===== src/rtl/lsa_pkg.sv =====
package lsa_pkg;
    typedef enum logic [1:0] {
        ACC_BYTE  = 2'b00,
        ACC_HALF  = 2'b01,
        ACC_WORD  = 2'b10,
        ACC_WORDX = 2'b11
    } acc_size_e;
endpackage


===== src/rtl/lsa_align_check.sv =====
module lsa_align_check
    import lsa_pkg::*;
#(
    parameter int OFS_W = 2
) (
    input  logic [OFS_W-1:0] addr_lo,
    input  acc_size_e        size,
    output logic             misalign
);
    always_comb begin
        unique case (size)
            ACC_BYTE:  misalign = 1'b0;
            ACC_HALF:  misalign = addr_lo[0];
            ACC_WORD,
            ACC_WORDX: misalign = |addr_lo;
            default:   misalign = 1'b0;
        endcase
    end
endmodule


===== src/rtl/lsa_store_lanes.sv =====
module lsa_store_lanes
    import lsa_pkg::*;
#(
    parameter int DATA_W = 32,
    localparam int NUM_LANES = DATA_W / 8,
    localparam int OFS_W = $clog2(NUM_LANES)
) (
    input  logic [OFS_W-1:0]     addr_lo,
    input  acc_size_e            size,
    input  logic [DATA_W-1:0]    data,
    input  logic                 misalign,
    output logic [DATA_W-1:0]    wdata,
    output logic [NUM_LANES-1:0] be
);
    for (genvar i = 0; i < NUM_LANES; i++) begin : g_lane
        localparam int HSEL = i % 2;
        localparam int HIDX = i / 2;
        always_comb begin
            unique case (size)
                ACC_BYTE: begin
                    wdata[i*8 +: 8] = data[7:0];
                    be[i] = (addr_lo == OFS_W'(i));
                end
                ACC_HALF: begin
                    wdata[i*8 +: 8] = data[HSEL*8 +: 8];
                    be[i] = (addr_lo[OFS_W-1:1] == (OFS_W-1)'(HIDX));
                end
                default: begin
                    wdata[i*8 +: 8] = data[i*8 +: 8];
                    be[i] = 1'b1;
                end
            endcase
            if (misalign) be[i] = 1'b0;
        end
    end
endmodule


===== src/rtl/lsa_load_extract.sv =====
module lsa_load_extract
    import lsa_pkg::*;
#(
    parameter int DATA_W = 32,
    localparam int NUM_LANES = DATA_W / 8,
    localparam int OFS_W = $clog2(NUM_LANES)
) (
    input  logic              clk,
    input  logic              rst_n,
    input  logic              req,
    input  logic [OFS_W-1:0]  addr_lo,
    input  acc_size_e         size,
    input  logic              sgn,
    input  logic [DATA_W-1:0] rdata,
    input  logic              misalign,
    output logic              valid_q,
    output logic [DATA_W-1:0] result_q,
    output logic              misalign_q
);
    logic [DATA_W-1:0] shifted;
    logic [DATA_W-1:0] ext;

    assign shifted = rdata >> {addr_lo, 3'b000};

    always_comb begin
        unique case (size)
            ACC_BYTE: ext = {{(DATA_W-8){sgn & shifted[7]}}, shifted[7:0]};
            ACC_HALF: ext = {{(DATA_W-16){sgn & shifted[15]}}, shifted[15:0]};
            default:  ext = rdata;
        endcase
        if (misalign) ext = '0;
    end

    always_ff @(posedge clk) begin
        if (!rst_n) begin
            valid_q    <= 1'b0;
            result_q   <= '0;
            misalign_q <= 1'b0;
        end else begin
            valid_q <= req;
            if (req) begin
                result_q   <= ext;
                misalign_q <= misalign;
            end
        end
    end
endmodule


===== src/rtl/lsa_lane_aligner.sv =====
module lsa_lane_aligner
    import lsa_pkg::*;
#(
    parameter int DATA_W = 32,
    localparam int NUM_LANES = DATA_W / 8,
    localparam int OFS_W = $clog2(NUM_LANES)
) (
    input  logic                 clk,
    input  logic                 rst_n,
    input  logic [OFS_W-1:0]     st_addr_lo,
    input  logic [1:0]           st_size,
    input  logic [DATA_W-1:0]    st_data,
    output logic [DATA_W-1:0]    st_wdata,
    output logic [NUM_LANES-1:0] st_be,
    output logic                 st_misalign,
    input  logic                 ld_req,
    input  logic [OFS_W-1:0]     ld_addr_lo,
    input  logic [1:0]           ld_size,
    input  logic                 ld_signed,
    input  logic [DATA_W-1:0]    ld_rdata,
    output logic                 ld_valid,
    output logic [DATA_W-1:0]    ld_result,
    output logic                 ld_misalign
);
    acc_size_e st_sz;
    acc_size_e ld_sz;
    logic      ld_mis_c;

    assign st_sz = acc_size_e'(st_size);
    assign ld_sz = acc_size_e'(ld_size);

    lsa_align_check #(.OFS_W(OFS_W)) u_st_chk (
        .addr_lo (st_addr_lo),
        .size    (st_sz),
        .misalign(st_misalign)
    );

    lsa_align_check #(.OFS_W(OFS_W)) u_ld_chk (
        .addr_lo (ld_addr_lo),
        .size    (ld_sz),
        .misalign(ld_mis_c)
    );

    lsa_store_lanes #(.DATA_W(DATA_W)) u_store (
        .addr_lo (st_addr_lo),
        .size    (st_sz),
        .data    (st_data),
        .misalign(st_misalign),
        .wdata   (st_wdata),
        .be      (st_be)
    );

    lsa_load_extract #(.DATA_W(DATA_W)) u_load (
        .clk       (clk),
        .rst_n     (rst_n),
        .req       (ld_req),
        .addr_lo   (ld_addr_lo),
        .size      (ld_sz),
        .sgn       (ld_signed),
        .rdata     (ld_rdata),
        .misalign  (ld_mis_c),
        .valid_q   (ld_valid),
        .result_q  (ld_result),
        .misalign_q(ld_misalign)
    );
endmodule


===== config.mk =====
export PLATFORM = sky130hd
export DESIGN_NAME = lsa_lane_aligner
export DESIGN_NICKNAME = d
export VERILOG_FILES = /design/src/rtl/lsa_pkg.sv /design/src/rtl/lsa_align_check.sv /design/src/rtl/lsa_store_lanes.sv /design/src/rtl/lsa_load_extract.sv /design/src/rtl/lsa_lane_aligner.sv
export SDC_FILE = /design/constraint.sdc
export NUM_CORES = 1
export LEC_CHECK = 0
export BUFFER_PORTS_ARGS = -buffer_cell sky130_fd_sc_hd__buf_2
export CAP_MARGIN = 0
export CORE_ASPECT_RATIO = 2
export CORE_UTILIZATION = 35
export CTS_BUF_LIST = sky130_fd_sc_hd__clkbuf_4 sky130_fd_sc_hd__clkbuf_8
export DETAILED_ROUTE_END_ITERATION = 8
export PLACE_DENSITY = 0.67
export SKIP_LAST_GASP = 1
export SYNTH_ARGS = -nofsm -noshare
export SYNTH_HDL_FRONTEND = slang
export SYNTH_SLANG_ARGS = --single-unit

===== constraint.sdc =====
create_clock -name clk -period 1.7 [get_ports clk]
set_input_delay 0.085 -clock clk [delete_from_list [all_inputs] [get_ports clk]]
set_output_delay 0.085 -clock clk [all_outputs]
set_load 0.02 [all_outputs]

# Yosys cells after proc, flatten, opt, wreduce, memory -nomap -nowiden
# Index checks and enable logic that the tools add are counted.
# totals
register_bits	34
output_inout_bits	71
inputBits	76
# classes
mux	15
bitwise_logic	3
reduce_logical	8
eq_ne	9
shift	1
# op_table
operator	n
$pmux W32 S2	1
$mux W32	1
$shr A32 B5 Y16	1
$mux W8	2
$pmux W8 S2	1
$eq A2 B2 Y1 const B	6
$reduce_or A2 Y1	5
$pmux W1 S2	4
$eq A2 B1 Y1 const B	3
$logic_not A2 Y1	3
$pmux W1 S3	2
$mux W1	4
$and A1 B1 Y1	2
$not A1 Y1	1

# Depth between registers and ports, before layout
# logic_depth
ltp_word	4
ltp_mapped	8
mapped_depth_nobuf	4

# Hierarchy
# Synthesis repeated with hierarchy kept, for this count alone.
# hier_totals
cells_unflattened	303
hier_area_um2	2336.0
# by_module_without_submodules
module	n_inst	seq_area_each_um2	area_each_um2	cells_per_inst
lsa_load_extract	1	680.7	1810.5	233
lsa_store_lanes	1	0.0	500.5	64
lsa_align_check	2	0.0	12.5	3

# Worst setup path after synthesis
# OpenSTA, ideal clock, no wires.
# synth_timing
path_type	in2reg
from	input port ld_addr_lo[0]
to	register u_load.result_q[24]
t_arrival_ns	1.300
path_stages	6
setup_slack_ns	0.270
t_required_ns	1.570
cell_sequence	buf_6 -> mux2_4 -> mux4_2 -> nand4_4 -> buf_12 -> o21ai_2
# synth_between
elab_chain_len	4
# synth_lines
element	line_no	rtl
from (decl)	lsa_lane_aligner.sv:17	input logic [OFS_W-1:0] ld_addr_lo,
$shr A32 B5 Y16	lsa_load_extract.sv:23	assign shifted = rdata >> {addr_lo, 3'b000};
$and A1 B1 Y1 (on tied branches)	lsa_load_extract.sv:28, lsa_load_extract.sv:27	
$pmux W32 S2	lsa_load_extract.sv:26	unique case (size)
$mux W32 (*)	lsa_load_extract.sv:31	if (misalign) ext = '0;
to (signal assigned)	lsa_load_extract.sv:42	result_q <= ext;
to (decl)	lsa_load_extract.sv:17	output logic [DATA_W-1:0] result_q,
# Every way passes the cells marked *; elsewhere a longest branch is shown, timed or not.
# A chain may end at the register's enable or synchronous reset.

# Final worst setup path
# layout_timing
from	input port ld_addr_lo[0]
to	register u_load.result_q[16]
# The elaborated chain is that of the path after synthesis.

==> metrics.yaml <==
global_route:
  grt_max_degree: 22
  grt_first_pass_wirelength_mm: 12.0
  track_usage_pct: 23.0
  grt_pass1_vias: 2553
  grt.overflow.total: 0
  antenna_found_initial: 0
sta:
  finalCriticalPeriod_ns: 1.35
  max_freq_mhz: 742
  setup_viol: 0
  rsz0062_at_grt: "no"
  skew_ns: 0
  drv_slew: 0
  finalHoldViolCount: 0
  layout_worst_path_cycle_share_pct: 79.3
  slew_headroom_pct: 66.4
  fin_setup_tns_ns: 0
  tightest_slew_ns: 0.504
power:
  vdd_drop_max_mv: 0.238
  totalPowerFinal_mw: 2.15
  powerDensity_nw_per_um2: 673
  leakage_nw: 1.57
route:
  routed_wl_mm: 7.99
  firstDrtPassIters: 4
  vias_per_cell: 5.33
  drc: 0
  num_vias: 2674
  antenna_left: 0
  first_iter_violations: 147
  avgRoutedWirePerCell_um: 15.9
yosys:
  synthTopCellsByCount: "34 x dfxtp_1, 29 x o21ai_0, 23 x nand2_1"
  syn_inst: 281
  synth_top_area_share_pct: 28.7
  synth_edf_count: 0
  avgSynthCellArea_um2: 8.45
  ys_seq_elements: 34
  synthTopCellsByArea: "dfxtp_1 29%, mux2i_1 7.6%, mux2_2 7.6%"
  synthArstFlopShare_pct: 0
  synth_nets: 357
  synth.most_common_cell: "dfxtp_1"
  synth_area_leader_cell: "dfxtp_1"
  ys_seq_area_share_pct: 28.7
  yosysWarnings: 0
  yosysUniqueCellTypes: 37
  synthFlopType: "dfxtp_1"
  synthesis.area_um2: 2370
placement:
  gp_congestion: 0.920
  place_hpwl_mm: 6.53
  io_buffers: 146
die:
  die_w_um: 60.2
  start_util_pct: 36.2
  die_h_um: 118
  fp-row-count: 42
  io_pins: 147
  core_um2: 6570
  die_area_um2: 7140
status:
  status: "finished, final reports clean"
flow_run:
  cap_violations: 0
setup_path:
  r2r-end: "u_load.result_q[14]$_SDFFE_PN0P_"
  reg2reg_from: "u_load.result_q[14]$_SDFFE_PN0P_"
  end_kind: "register"
  ff2ff_setup_slack_ns: 0.71
  critPathArrivalTime_ns: 1.51
  cp-startpoint: "ld_addr_lo[0]"
  reg2reg_depth: 2
  path_class: "in2reg"
  endpoint: "u_load.result_q[16]$_SDFFE_PN0P_"
  worstSetupStartpointType: "primary input"
  critical_path_required_ns: 1.86
  cp_max_fo: 16
clocking:
  cts_tree: "done"
  post-cts-setup-buffers: 0
  clk_pin_slew_ns: 0.06
  numCtsBuffers: 5
  clk-insertion-delay-late_ns: 0.30
  cts.sinks: 34
  h-tree-depth: 2
  cts_hold_buf: 0
  cts.repair.resized: 0
  cts-root-buf: "clkbuf_8"
  clockBufferDepth: 2
final_layout:
  final.fill_count: 678
  drive_gt1_share_pct: 48.1
  area_delta_synth_final_pct: 34.8
  n_antenna_cell: 0
  nNetsFinal: 490
min_path:
  min_from: "ld_rdata[24]"
  hp-class: "in2reg"
## worst max-delay path: stages
cell and delay (ns):
buf_2 0.20, mux2_4 0.33, mux4_2 0.49, nand4_4 0.26, o21ai_0 0.14
## placed cells by master (no fill, tap or decap), types with 3 or more instances in the layout
cell type	Yosys	layout
buf_2	6	146
dfxtp_1	34	34
o21ai_0	29	29
nand2_1	23	23
mux2i_1	18	18
mux2_2	16	16
nor2_1	16	16
a22oi_1	16	16
a21oi_1	15	15
buf_4	9	13
nor2b_1	10	10
o21ai_2	10	10
a22o_1	9	9
a221o_1	7	7
nand3_1	7	7
nand2b_1	6	6
clkbuf_8	0	5
inv_1	4	4
o211ai_1	4	4
mux2_4	3	3
nand4_1	3	3
## cell families (layout without fill, tap and decap cells)
group	Yosys count	in the layout	synth area share, %
and+or+nand+nor	69	69	14.5
AOI/OAI and AO/OA	100	100	28.8
xor gates and xnor gates	3	3	1.11
muxes	38	38	18.0
buffers and inverters	37	170	8.90
DFF	34	34	28.7
## worst min-delay path by stage
stage | endpoint | slack (ns) | depth (start not counted)
2_1_floorplan | u_load.result_q[10]$_SDFFE_PN0P_ | 0.22 | 1
3_3_place_gp | u_load.result_q[25]$_SDFFE_PN0P_ | 0.41 | 3
3_5_place_dp | u_load.result_q[24]$_SDFFE_PN0P_ | 0.41 | 3
4_1_cts | u_load.result_q[24]$_SDFFE_PN0P_ | 0.10 | 3
5_1_grt | u_load.result_q[2]$_SDFFE_PN0P_ | 0.13 | 3
6_report | u_load.result_q[24]$_SDFFE_PN0P_ | 0.11 | 3
## metal layers
layer	GRT usage [%]	part of all wire [%]	wire length, um
met3	3.50	6.4	513
met5	0	0	0
met4	17.4	6.6	529
met2	42.4	54	4340
met1	20.3	33	2610
## power breakdown
| group | leakage, nW | total, mW | switching [mW] | internal (mW) |
|---|---|---|---|---|
| Combinational | 1.25 | 0.700 | 0.415 | 0.285 |
| Clock | 0.0452 | 0.603 | 0.290 | 0.314 |
| Sequential | 0.277 | 0.850 | 0.0182 | 0.832 |
| Total | 1.57 | 2.15 | 0.723 | 1.43 |
## final cells by class
cell class	instances	area [um2]	area share, %
inverter	4	15.0	0.469
timing repair buffer	159	828	25.9
multi-input combinational	210	1480	46.3
sequential	34	681	21.3
clock buffer	7	83.8	2.62
tap	88	110	3.44
## state kept, by name, summed over array words and instances, names as in the netlist
name and count:
u_load.misalign_q 1, u_load.valid_q 1, u_load.result_q 32
## stage by stage
step / util [%] / std cells / hold slack [ns] / setup WS [ns] / area, um2
floorplan: - / 281 / 0.224 / 0.270 / 2370
global placement: 47.4 / 495 / 0.408 / 0.0656 / 3120
detailed placement: 47.4 / 495 / 0.409 / 0.0444 / 3120
CTS: 48.7 / 502 / 0.102 / 0.356 / 3200
global route: 48.7 / 502 / 0.132 / 0.260 / 3200
finish: 48.7 / 502 / 0.106 / 0.352 / 3200
(Power assumes the default switching activity.)
